## src/rtl/wreg_pkg.sv

```systemverilog
package wreg_pkg;

  // Kind of bus access seen in the current cycle.
  typedef enum logic [1:0] {
    ACC_NONE   = 2'd0,
    ACC_SHADOW = 2'd1,
    ACC_COMMIT = 2'd2
  } acc_e;

  function automatic int ceil_div(input int a, input int b);
    return (a + b - 1) / b;
  endfunction

  // One field's reset contribution, masked to its width and moved to its offset.
  function automatic logic [63:0] field_bits(input int ofs, input int wid, input logic [63:0] rst);
    logic [63:0] m;
    m = (wid >= 64) ? '1 : ((64'd1 << wid) - 64'd1);
    return (rst & m) << ofs;
  endfunction

endpackage

```

## src/rtl/wreg_decode.sv

```systemverilog
module wreg_decode
  import wreg_pkg::*;
#(
  parameter int ADDR_W = 8,
  parameter int BASE   = 16,
  parameter int NWORDS = 3,
  parameter bit ATOMIC = 1'b1,
  parameter int IDX_W  = 2
) (
  input  logic [ADDR_W-1:0] addr,
  input  logic              we,
  output logic              hit,
  output logic [IDX_W-1:0]  idx,
  output acc_e              kind
);

  localparam logic [ADDR_W:0] BASE_X   = (ADDR_W+1)'(BASE);
  localparam logic [ADDR_W:0] NWORDS_X = (ADDR_W+1)'(NWORDS);
  localparam logic [IDX_W-1:0] LAST    = IDX_W'(NWORDS - 1);

  logic [ADDR_W:0] off;
  logic            is_last;

  always_comb begin
    off     = {1'b0, addr} - BASE_X;
    hit     = ({1'b0, addr} >= BASE_X) && (off < NWORDS_X);
    idx     = off[IDX_W-1:0];
    is_last = (idx == LAST);
    if (!(we && hit)) begin
      kind = ACC_NONE;
    end else if (ATOMIC && !is_last) begin
      kind = ACC_SHADOW;
    end else begin
      kind = ACC_COMMIT;
    end
  end

endmodule

```

## src/rtl/wreg_shadow.sv

```systemverilog
module wreg_shadow #(
  parameter int DATA_W             = 8,
  parameter int NWORDS             = 3,
  parameter int IDX_W              = 2,
  parameter int SH_W               = 16,
  parameter logic [SH_W-1:0] SH_RST = '0
) (
  input  logic              clk,
  input  logic              rst_n,
  input  logic              wr_en,
  input  logic [IDX_W-1:0]  idx,
  input  logic [DATA_W-1:0] wdata,
  output logic [SH_W-1:0]   shadow
);

  logic [SH_W-1:0] sh_q;
  logic [SH_W-1:0] sh_d;
  logic [NWORDS-2:0] sel;

  // One select per shadow word; word k of the window maps to shadow slice NWORDS-2-k.
  for (genvar k = 0; k < NWORDS - 1; k++) begin : g_sel
    assign sel[k] = wr_en && (idx == IDX_W'(k));
  end

  always_comb begin
    sh_d = sh_q;
    for (int k = 0; k < NWORDS - 1; k++) begin
      if (sel[k]) begin
        sh_d[(NWORDS-2-k)*DATA_W +: DATA_W] = wdata;
      end
    end
  end

  always_ff @(posedge clk or negedge rst_n) begin
    if (!rst_n) begin
      sh_q <= SH_RST;
    end else if (wr_en) begin
      sh_q <= sh_d;
    end
  end

  assign shadow = sh_q;

endmodule

```

## src/rtl/wreg_core.sv

```systemverilog
module wreg_core
  import wreg_pkg::*;
#(
  parameter int REG_W                     = 20,
  parameter int DATA_W                    = 8,
  parameter int NWORDS                    = 3,
  parameter int IDX_W                     = 2,
  parameter int SH_W                      = 16,
  parameter bit ATOMIC                    = 1'b1,
  parameter bit DEV_LOAD                  = 1'b1,
  parameter logic [REG_W-1:0] RST_VAL     = '0,
  parameter logic [REG_W-1:0] PULSE_MASK  = '0
) (
  input  logic              clk,
  input  logic              rst_n,
  input  acc_e              kind,
  input  logic [IDX_W-1:0]  idx,
  input  logic [DATA_W-1:0] wdata,
  input  logic [SH_W-1:0]   shadow,
  input  logic              dev_we,
  input  logic [REG_W-1:0]  dev_wdata,
  output logic [REG_W-1:0]  value,
  output logic              stb
);

  localparam int PAD_W = NWORDS * DATA_W;

  logic [REG_W-1:0] val_q;
  logic [REG_W-1:0] val_d;
  logic [PAD_W-1:0] pad;
  logic             val_en;
  logic             stb_q;
  logic             stb_d;
  logic             load_ok;

  assign load_ok = DEV_LOAD && dev_we;

  // Next-state: self-clearing bits drop first, then a bus update or a load.
  always_comb begin
    val_d = val_q & ~PULSE_MASK;
    pad   = PAD_W'(val_d);
    stb_d = 1'b0;
    if (kind == ACC_COMMIT) begin
      stb_d = 1'b1;
      if (ATOMIC) begin
        val_d = REG_W'({shadow, wdata});
      end else begin
        pad[(NWORDS-1-int'(idx))*DATA_W +: DATA_W] = wdata;
        val_d = pad[REG_W-1:0];
      end
    end else if (load_ok) begin
      val_d = dev_wdata;
    end
  end

  // Clock enable: any commit, any load, or a set self-clearing bit to drop.
  assign val_en = (kind == ACC_COMMIT) || load_ok || (|(val_q & PULSE_MASK));

  always_ff @(posedge clk or negedge rst_n) begin
    if (!rst_n) begin
      val_q <= RST_VAL;
    end else if (val_en) begin
      val_q <= val_d;
    end
  end

  always_ff @(posedge clk or negedge rst_n) begin
    if (!rst_n) begin
      stb_q <= 1'b0;
    end else begin
      stb_q <= stb_d;
    end
  end

  assign value = val_q;
  assign stb   = stb_q;

endmodule

```

## src/rtl/wreg_rdmux.sv

```systemverilog
module wreg_rdmux #(
  parameter int REG_W  = 20,
  parameter int DATA_W = 8,
  parameter int NWORDS = 3,
  parameter int IDX_W  = 2
) (
  input  logic [REG_W-1:0]  value,
  input  logic              hit,
  input  logic [IDX_W-1:0]  idx,
  output logic [DATA_W-1:0] rdata
);

  localparam int PAD_W = NWORDS * DATA_W;

  logic [PAD_W-1:0]  pad;
  logic [DATA_W-1:0] words [NWORDS];

  assign pad = PAD_W'(value);

  // Word k of the window carries the slice counted from the top.
  for (genvar k = 0; k < NWORDS; k++) begin : g_word
    assign words[k] = pad[(NWORDS-1-k)*DATA_W +: DATA_W];
  end

  always_comb begin
    rdata = '0;
    for (int k = 0; k < NWORDS; k++) begin
      if (hit && (idx == IDX_W'(k))) begin
        rdata = words[k];
      end
    end
  end

endmodule

```

## src/rtl/wide_ctrl_reg.sv

```systemverilog
module wide_ctrl_reg
  import wreg_pkg::*;
#(
  parameter int DATA_W                  = 8,
  parameter int REG_W                   = 20,
  parameter int ADDR_W                  = 8,
  parameter int BASE                    = 16,
  parameter bit ATOMIC                  = 1'b1,
  parameter bit DEV_LOAD                = 1'b1,
  parameter int FLD_N                   = 4,
  parameter logic [FLD_N*8-1:0]  FLD_OFS   = {8'd16, 8'd8, 8'd1, 8'd0},
  parameter logic [FLD_N*8-1:0]  FLD_WID   = {8'd4, 8'd8, 8'd7, 8'd1},
  parameter logic [FLD_N*32-1:0] FLD_RST   = {32'h9, 32'hC4, 32'h2B, 32'h0},
  parameter logic [FLD_N-1:0]    FLD_PULSE = 4'b0001
) (
  input  logic              clk,
  input  logic              rst_n,
  input  logic [ADDR_W-1:0] bus_addr,
  input  logic              bus_we,
  input  logic [DATA_W-1:0] bus_wdata,
  output logic [DATA_W-1:0] bus_rdata,
  output logic [REG_W-1:0]  value,
  output logic              wr_stb,
  input  logic              dev_we,
  input  logic [REG_W-1:0]  dev_wdata
);

  localparam int NWORDS = ceil_div(REG_W, DATA_W);
  localparam int IDX_W  = (NWORDS > 1) ? $clog2(NWORDS) : 1;
  localparam int PAD_W  = NWORDS * DATA_W;
  localparam int SH_W   = (NWORDS > 1) ? (NWORDS - 1) * DATA_W : 1;

  // Self-clearing fields occupy one bit at their offset.
  function automatic logic [REG_W-1:0] calc_pulse();
    logic [63:0] acc;
    acc = '0;
    for (int i = 0; i < FLD_N; i++) begin
      if (FLD_PULSE[i]) begin
        acc |= 64'd1 << int'(FLD_OFS[i*8 +: 8]);
      end
    end
    return acc[REG_W-1:0];
  endfunction

  // OR of all field reset values at their offsets.
  function automatic logic [REG_W-1:0] calc_rst();
    logic [63:0] acc;
    acc = '0;
    for (int i = 0; i < FLD_N; i++) begin
      acc |= field_bits(int'(FLD_OFS[i*8 +: 8]), int'(FLD_WID[i*8 +: 8]),
                        64'(FLD_RST[i*32 +: 32]));
    end
    return acc[REG_W-1:0];
  endfunction

  localparam logic [REG_W-1:0] PULSE_MASK = calc_pulse();
  localparam logic [REG_W-1:0] RST_VAL    = calc_rst() & ~PULSE_MASK;
  localparam logic [PAD_W-1:0] RST_PAD    = PAD_W'(RST_VAL);
  localparam logic [SH_W-1:0]  SH_RST     = SH_W'(RST_PAD >> DATA_W);

  logic             hit;
  logic [IDX_W-1:0] idx;
  acc_e             kind;
  logic [SH_W-1:0]  shadow;

  wreg_decode #(
    .ADDR_W (ADDR_W),
    .BASE   (BASE),
    .NWORDS (NWORDS),
    .ATOMIC (ATOMIC),
    .IDX_W  (IDX_W)
  ) u_decode (
    .addr (bus_addr),
    .we   (bus_we),
    .hit  (hit),
    .idx  (idx),
    .kind (kind)
  );

  if (ATOMIC && (NWORDS > 1)) begin : g_shadow
    wreg_shadow #(
      .DATA_W (DATA_W),
      .NWORDS (NWORDS),
      .IDX_W  (IDX_W),
      .SH_W   (SH_W),
      .SH_RST (SH_RST)
    ) u_shadow (
      .clk    (clk),
      .rst_n  (rst_n),
      .wr_en  (kind == ACC_SHADOW),
      .idx    (idx),
      .wdata  (bus_wdata),
      .shadow (shadow)
    );
  end else begin : g_no_shadow
    assign shadow = '0;
  end

  wreg_core #(
    .REG_W      (REG_W),
    .DATA_W     (DATA_W),
    .NWORDS     (NWORDS),
    .IDX_W      (IDX_W),
    .SH_W       (SH_W),
    .ATOMIC     (ATOMIC),
    .DEV_LOAD   (DEV_LOAD),
    .RST_VAL    (RST_VAL),
    .PULSE_MASK (PULSE_MASK)
  ) u_core (
    .clk       (clk),
    .rst_n     (rst_n),
    .kind      (kind),
    .idx       (idx),
    .wdata     (bus_wdata),
    .shadow    (shadow),
    .dev_we    (dev_we),
    .dev_wdata (dev_wdata),
    .value     (value),
    .stb       (wr_stb)
  );

  wreg_rdmux #(
    .REG_W  (REG_W),
    .DATA_W (DATA_W),
    .NWORDS (NWORDS),
    .IDX_W  (IDX_W)
  ) u_rdmux (
    .value (value),
    .hit   (hit),
    .idx   (idx),
    .rdata (bus_rdata)
  );

endmodule

```

## config.mk

```make
export PLATFORM = sky130hd
export DESIGN_NAME = wide_ctrl_reg
export DESIGN_NICKNAME = d
export VERILOG_FILES = /design/src/rtl/wreg_pkg.sv /design/src/rtl/wreg_decode.sv /design/src/rtl/wreg_shadow.sv /design/src/rtl/wreg_core.sv /design/src/rtl/wreg_rdmux.sv /design/src/rtl/wide_ctrl_reg.sv
export SDC_FILE = /design/constraint.sdc
export NUM_CORES = 1
export LEC_CHECK = 0
export ABC_AREA = 1
export CAP_MARGIN = 20
export CORE_ASPECT_RATIO = 1.2
export CORE_MARGIN = 1.5
export CORE_UTILIZATION = 45
export DETAILED_ROUTE_END_ITERATION = 8
export DONT_BUFFER_PORTS = 1
export SYNTH_ARGS = -nofsm -noshare
export SYNTH_HDL_FRONTEND = slang
export SYNTH_SLANG_ARGS = --single-unit
```

## constraint.sdc

```tcl
create_clock -name clk -period 3.9 [get_ports clk]
set_input_delay 0.39 -clock clk [delete_from_list [all_inputs] [get_ports clk]]
set_output_delay 0.39 -clock clk [all_outputs]
set_load 0.02 [all_outputs]
```

==> results of run 1 <==
state kept, by name (all words and copies together), names as in the netlist:
signal	flops
g_shadow.u_shadow.shadow	12
u_core.stb	1
u_core.value	20
Yosys cell counts:
| master | number |
|---|---|
| sky130_fd_sc_hd__nand2_1 | 112 |
| sky130_fd_sc_hd__nand3_1 | 38 |
| sky130_fd_sc_hd__inv_1 | 28 |
| sky130_fd_sc_hd__nand4_1 | 20 |
| sky130_fd_sc_hd__dfrtp_1 | 19 |
| sky130_fd_sc_hd__dfstp_2 | 14 |
| sky130_fd_sc_hd__o21ai_2 | 8 |
| sky130_fd_sc_hd__buf_2 | 6 |
| sky130_fd_sc_hd__clkbuf_1 | 6 |
| sky130_fd_sc_hd__inv_2 | 4 |
| sky130_fd_sc_hd__nor2_1 | 4 |
| sky130_fd_sc_hd__o21ai_0 | 4 |
| sky130_fd_sc_hd__buf_4 | 2 |
| sky130_fd_sc_hd__buf_6 | 1 |
| sky130_fd_sc_hd__clkinv_1 | 1 |
| sky130_fd_sc_hd__ha_1 | 1 |
| sky130_fd_sc_hd__nand3_2 | 1 |
| sky130_fd_sc_hd__nand3_4 | 1 |
| sky130_fd_sc_hd__nor2_2 | 1 |
| sky130_fd_sc_hd__nor2_4 | 1 |
where the power goes:
part / internal, mW / switching (mW)
logic: 0.0267 / 0.0483
registers: 0.375 / 0.0446
clock network: 0.159 / 0.127
worst max-delay path by stage:
| stage | startpoint | to | slack (ps) | depth (start not counted) |
|---|---|---|---|---|
| 3_3_place_gp | bus_addr[4] | bus_rdata[0] | 1460 | 10 |
| 6_report | bus_addr[4] | bus_rdata[0] | 1430 | 10 |
| 3_5_place_dp | bus_addr[4] | bus_rdata[0] | 1430 | 10 |
| 2_1_floorplan | bus_addr[4] | bus_rdata[0] | 1980 | 9 |
| 5_1_grt | bus_addr[5] | bus_rdata[3] | 1270 | 10 |
| 4_1_cts | bus_addr[4] | bus_rdata[0] | 1440 | 10 |
cell type report:
type | count | area share
Multi-Input combinational cell | 191 | 0.431
Clock inverter | 1 | 0.00240
Inverter | 33 | 0.0595
Sequential cell | 33 | 0.405
Timing Repair Buffer | 4 | 0.0216
Tap cell | 56 | 0.0337
Clock buffer | 7 | 0.0463
critical path: cells and delay by family:
kind | cells | cell delay, ps
and+or+nand+nor | 7 | 1200
adders and majority gates | 1 | 280
buffers and inverters | 2 | 200
logic make-up after synthesis:
group                      count (synthesis)  synth area share
AOI/OAI and AO/OA                         12            0.0463
adders and majority gates                  1           0.00643
buffers and inverters                     48             0.104
DFF                                       33             0.434
and+or+nand+nor                          178             0.409
per-layer routing:
layer  GRT usage  share of wire  vias to the layer above
li1            -              -                      857
met1       0.272           0.45                      777
met2       0.348           0.49                       60
met3      0.0613          0.052                        6
met4      0.0741          0.012                        0
met5           0              0                        -
per-stage QoR:
stage	hold WS, ps	utilization	power (mW)	instance area, µm²	cells
2_1_floorplan	94.4	-	0.477	1940	272
3_3_place_gp	95.5	0.465	0.490	1950	315
3_5_place_dp	95.3	0.465	0.491	1950	315
4_1_cts	235	0.496	0.787	2080	325
5_1_grt	242	0.496	0.818	2080	325
6_report	237	0.496	0.781	2080	325
==> flow_metrics.py, run 1 <==
metrics = {
    "status": {
        "status": "finished clean",
    },
    "timing": {
        "totalNegativeSetupSlack_ps": 0,
        "fmaxAchievable_mhz": 405,
        "finalWorstSetupSlack_ps": 1430,
        "final.min_clock_period_ps": 2470,
        "layout_worst_path_cycle_share": 0.634,
        "final.setup_skew_ps": 4.37,
        "finalSetupViolCount": 0,
        "grt_setup_unrepaired": "false",
        "timing.final.hold_violations": 0,
        "report.final.slew_viol_count": 0,
        "worst-slew-pin-transition_ps": 745,
        "relSlewSlack": 0.502,
    },
    "synth": {
        "share_of_the_yosys_chip_area_belonging_to_registers": 0.434,
        "synth_top_cells_by_area": "sky130_fd_sc_hd__dfrtp_1 24%, sky130_fd_sc_hd__nand2_1 22%, sky130_fd_sc_hd__dfstp_2 19%",
        "synth.ff_latch_count": 33,
        "postSynthAreaPerCell_um2": 7.15,
        "synth_area_um2": 1940,
        "count_of_mapped_cells_out_of_synthesis": 272,
        "synth.distinct_cells": 20,
        "synth_fp_nets": 313,
        "synth_top_area_cell": "sky130_fd_sc_hd__dfrtp_1",
        "synth_top_area_share": 0.245,
        "synthesis.yosys.warnings": 0,
    },
    "setup_path": {
        "worst_path_most_repeated_cell": "sky130_fd_sc_hd__nand2_1",
        "rr_startpoint": "u_core.value[14]$_DFFE_PN1P_",
        "r2r_slack_ps": 3030,
        "critical_path.cell_chain": "inv_1, ha_1, nand2_1, nor2_1, nand2_1, nor2_4, nand2_1, inv_2, nand2_1, nand3_1",
        "timing.rr.end": "u_core.value[14]$_DFFE_PN1P_",
        "arrival_ps": 2080,
        "timing.critical_path.from_type": "input pin",
        "cp-end-kind": "output port",
        "setup.worst_path.class": "in2out",
        "slowest_stage": "sky130_fd_sc_hd__nor2_4",
        "critical_path.max_stage_delay_ps": 580,
        "timing.critical_path.required_ps": 3510,
        "largest_fanout_of_any_net_on_the_critical_path": 34,
        "r2r_cells": 2,
    },
    "grt": {
        "grt_util_all_layers": 0.212,
        "gr-total-overflow": 0,
        "first_global_vias": 1519,
        "grt_first_pass_wirelength_um": 7560,
        "grt_max_degree": 41,
        "grt_antenna_before_repair": 0,
    },
    "cts": {
        "cts_post_setup_buffers_inserted": 0,
        "clkSlewWorstSetupHoldPaths_ps": 70,
        "cts_inserted_buffers": 5,
        "cts_tree": "yes",
        "cts_max_level": 2,
        "numClockSinks": 33,
        "cts_repair_resize_count": 0,
        "cts-hold-fix-buffers": 2,
        "ctsLongestPathBuffers": 2,
        "worst_skew_pair.late_latency_ps": 290,
        "clock-root-buffer": "sky130_fd_sc_hd__clkbuf_8",
    },
    "die": {
        "die-height_um": 75.0,
        "floorplan.io_pins": 69,
        "die_w_um": 63.0,
        "placementRows": 26,
        "core_area_um2": 4200,
        "floorplan.die_area_um2": 4730,
        "floorplan.initialDensity": 0.463,
    },
    "drt": {
        "detail_route.vias_per_cell": 5.23,
        "antenna_violating_nets_post_route": 0,
        "routed-via-count": 1700,
        "drt_first_iter_violations": 114,
        "wirelength_um": 4870,
        "route.detailed.drc": 0,
        "dr.pass1.iters": 4,
        "routed_wire_length_per_instance_um": 15.0,
    },
    "placed_design": {
        "dpl.hpwl_um": 3470,
        "final_wtd_congestion": 0.779,
        "place_ws_ps": 1430,
        "buffer_ports.inserted": 0,
    },
    "min_path": {
        "worst_hold_startpoint": "bus_wdata[0]",
        "min-delay-path-class": "in2reg",
        "whs_path_depth": 2,
        "hold-path-endpoint": "u_core.value[0]$_DFFE_PN0P_",
    },
    "layout": {
        "layout-area-overhead-vs-synth_pct": 7.08,
        "design.final.nets": 309,
        "filler_cell_count": 447,
        "layout_commonest_cell": "sky130_fd_sc_hd__nand2_1",
        "n_antenna_cell": 0,
        "mostFrequentLayoutCells": "112 x sky130_fd_sc_hd__nand2_1, 38 x sky130_fd_sc_hd__nand3_1, 28 x sky130_fd_sc_hd__inv_1, 20 x sky130_fd_sc_hd__nand4_1, 19 x sky130_fd_sc_hd__dfrtp_1",
        "final_layout_size_suffix_gt1_frac": 0.152,
        "area.sequential_um2": 843,
        "multiInputGateArea_um2": 898,
    },
    "pwr": {
        "vdd_drop_max_mv": 0.190,
        "total_leakage_power_nw": 1.06,
        "power_density_nw_per_um2": 375,
    },
    "job": {
        "maxCapViolations": 0,
    },
}
Power figures use the tool's default switching activity.
==> run 2, diff against run 1 <==
Clock period 3.9 ns to 2.2 ns, I/O delays scaled along.
==> flow_metrics.py, run 2 (synthesis gave the netlist of run 1 again) <==
metrics = {
    "placed_design": {
        "place.detailed.instances": 317,
        "final_wtd_congestion": 0.832,
        "buffer_ports.inserted": 0,
        "dpl.hpwl_um": 3580,
    },
    "layout": {
        "number_of_flip_flops_in_the_largest_register": 20,
        "multiInputGateArea_um2": 898,
        "area.sequential_um2": 843,
        "n_antenna_cell": 0,
        "final_cells": 327,
        "layout_commonest_cell": "sky130_fd_sc_hd__nand2_1",
        "filler_cell_count": 435,
        "final_layout_size_suffix_gt1_frac": 0.155,
        "design.final.nets": 311,
        "final_core_util": 0.495,
        "layout-area-overhead-vs-synth_pct": 6.89,
        "mostFrequentLayoutCells": "112 x sky130_fd_sc_hd__nand2_1, 38 x sky130_fd_sc_hd__nand3_1, 28 x sky130_fd_sc_hd__inv_1, 20 x sky130_fd_sc_hd__nand4_1, 19 x sky130_fd_sc_hd__dfrtp_1",
    },
    "die": {
        "floorplan.die_area_um2": 4730,
        "core_area_um2": 4200,
        "floorplan.initialDensity": 0.463,
        "placementRows": 26,
        "die-height_um": 75.0,
        "die_w_um": 63.0,
        "floorplan.io_pins": 69,
    },
    "cts": {
        "cts_post_setup_buffers_inserted": 0,
        "cts_tree": "yes",
        "clock-root-buffer": "sky130_fd_sc_hd__clkbuf_8",
        "cts_inserted_buffers": 5,
        "worst_skew_pair.late_latency_ps": 290,
        "cts-hold-fix-buffers": 2,
        "cts_max_level": 2,
        "clkSlewWorstSetupHoldPaths_ps": 70,
        "numClockSinks": 33,
        "ctsLongestPathBuffers": 2,
        "cts_repair_resize_count": 0,
    },
    "timing": {
        "final.setup_skew_ps": 5.15,
        "final.min_clock_period_ps": 1690,
        "totalNegativeSetupSlack_ps": 0,
        "relSlewSlack": 0.636,
        "grt_setup_unrepaired": "false",
        "fmaxAchievable_mhz": 593,
        "report.final.slew_viol_count": 0,
        "worst-slew-pin-transition_ps": 543,
        "timing.final.hold_violations": 0,
        "layout_worst_path_cycle_share": 0.767,
        "finalSetupViolCount": 0,
    },
    "setup_path": {
        "critical_path.max_stage_delay_ps": 280,
        "cp-end-kind": "output port",
        "largest_fanout_of_any_net_on_the_critical_path": 24,
        "timing.rr.end": "u_core.value[14]$_DFFE_PN1P_",
        "critPathTopFamily": "simple AND/OR/NAND/NOR gates",
        "critical_path.cell_chain": "inv_1, ha_1, nand2_1, nor2_1, nand2_1, nor2_4, buf_4, nand3_1, nand3_1",
        "slowest_stage": "sky130_fd_sc_hd__ha_1",
        "setup.worst_path.class": "in2out",
        "arrival_ps": 1470,
        "crit_buf_inv": 2,
        "rr_startpoint": "u_core.value[14]$_DFFE_PN1P_",
        "r2r_slack_ps": 1340,
        "r2r_cells": 2,
        "timing.critical_path.from_type": "input pin",
        "timing.critical_path.required_ps": 1980,
    },
    "drt": {
        "wirelength_um": 5060,
        "route.detailed.drc": 0,
        "routed-via-count": 1695,
        "routed_wire_length_per_instance_um": 15.5,
        "antenna_violating_nets_post_route": 0,
        "drt_first_iter_violations": 129,
        "dr.pass1.iters": 4,
        "detail_route.vias_per_cell": 5.18,
    },
    "pwr": {
        "share_comb_of_total_power": 0.102,
        "vdd_drop_max_mv": 0.302,
        "clock_power_share": 0.336,
        "netSwitchingPower_mw": 0.394,
        "p_seq_frac": 0.563,
        "p_int_mw": 0.931,
        "power_density_nw_per_um2": 638,
        "netSwitchingFraction": 0.297,
        "total_leakage_power_nw": 1.07,
    },
    "min_path": {
        "worst_hold_startpoint": "bus_wdata[0]",
        "min-delay-path-class": "in2reg",
        "hold-path-endpoint": "u_core.value[0]$_DFFE_PN0P_",
        "whs_path_depth": 2,
    },
    "grt": {
        "first_global_vias": 1450,
        "grt_antenna_before_repair": 0,
        "gr-total-overflow": 0,
        "grt_first_pass_wirelength_um": 7720,
        "grt_util_all_layers": 0.217,
        "grt_max_degree": 41,
    },
    "job": {
        "maxCapViolations": 0,
    },
    "status": {
        "status": "finished clean",
    },
}
-- run 2: area by class of cell --
cell class                      instances  share of cell area
Multi-Input combinational cell        191               0.432
Sequential cell                        33               0.406
Inverter                               33              0.0596
Clock buffer                            6              0.0349
Tap cell                               56              0.0337
Timing Repair Buffer                    6              0.0289
Clock inverter                          2             0.00482
-- run 2: through the flow --
stage	power, mW	hold slack, ps	instance area (µm²)	setup slack (ps)
final	1.33	56.9	2080	513
after global placement	0.872	-74.6	1970	505
after CTS	1.33	52.3	2080	495
after floorplan	0.846	-75.6	1940	616
after global routing	1.39	69.7	2080	389
after detailed placement	0.875	-74.7	1970	477
-- run 2: per-layer routing --
layer / GRT usage / vias up / part of all wire
met2: 0.342 / 58 / 0.48
li1: - / 864 / -
met3: 0.0493 / 7 / 0.054
met1: 0.294 / 766 / 0.45
met4: 0.0889 / 0 / 0.014
met5: 0 / - / 0
-- run 2: how the worst max path moves through the flow --
stage | from | to | slack (ps) | cells past startpoint
after floorplan | bus_addr[4] | bus_rdata[0] | 620 | 9
after global placement | bus_addr[4] | g_shadow.u_shadow.shadow[5]$_DFFE_PN0P_ | 500 | 10
after detailed placement | bus_addr[4] | g_shadow.u_shadow.shadow[0]$_DFFE_PN0P_ | 480 | 10
after CTS | bus_addr[4] | bus_rdata[0] | 490 | 9
after global routing | bus_addr[4] | bus_rdata[0] | 390 | 9
final | bus_addr[4] | bus_rdata[0] | 510 | 9
-- run 2: power groups by stage --
stage | registers [mW] | clock network (mW) | logic, mW
3_3_place_gp | 0.756 | 0 | 0.116
3_5_place_dp | 0.758 | 0 | 0.117
5_1_grt | 0.752 | 0.477 | 0.157
6_report | 0.745 | 0.445 | 0.135
2_1_floorplan | 0.742 | 0 | 0.104
4_1_cts | 0.747 | 0.451 | 0.136
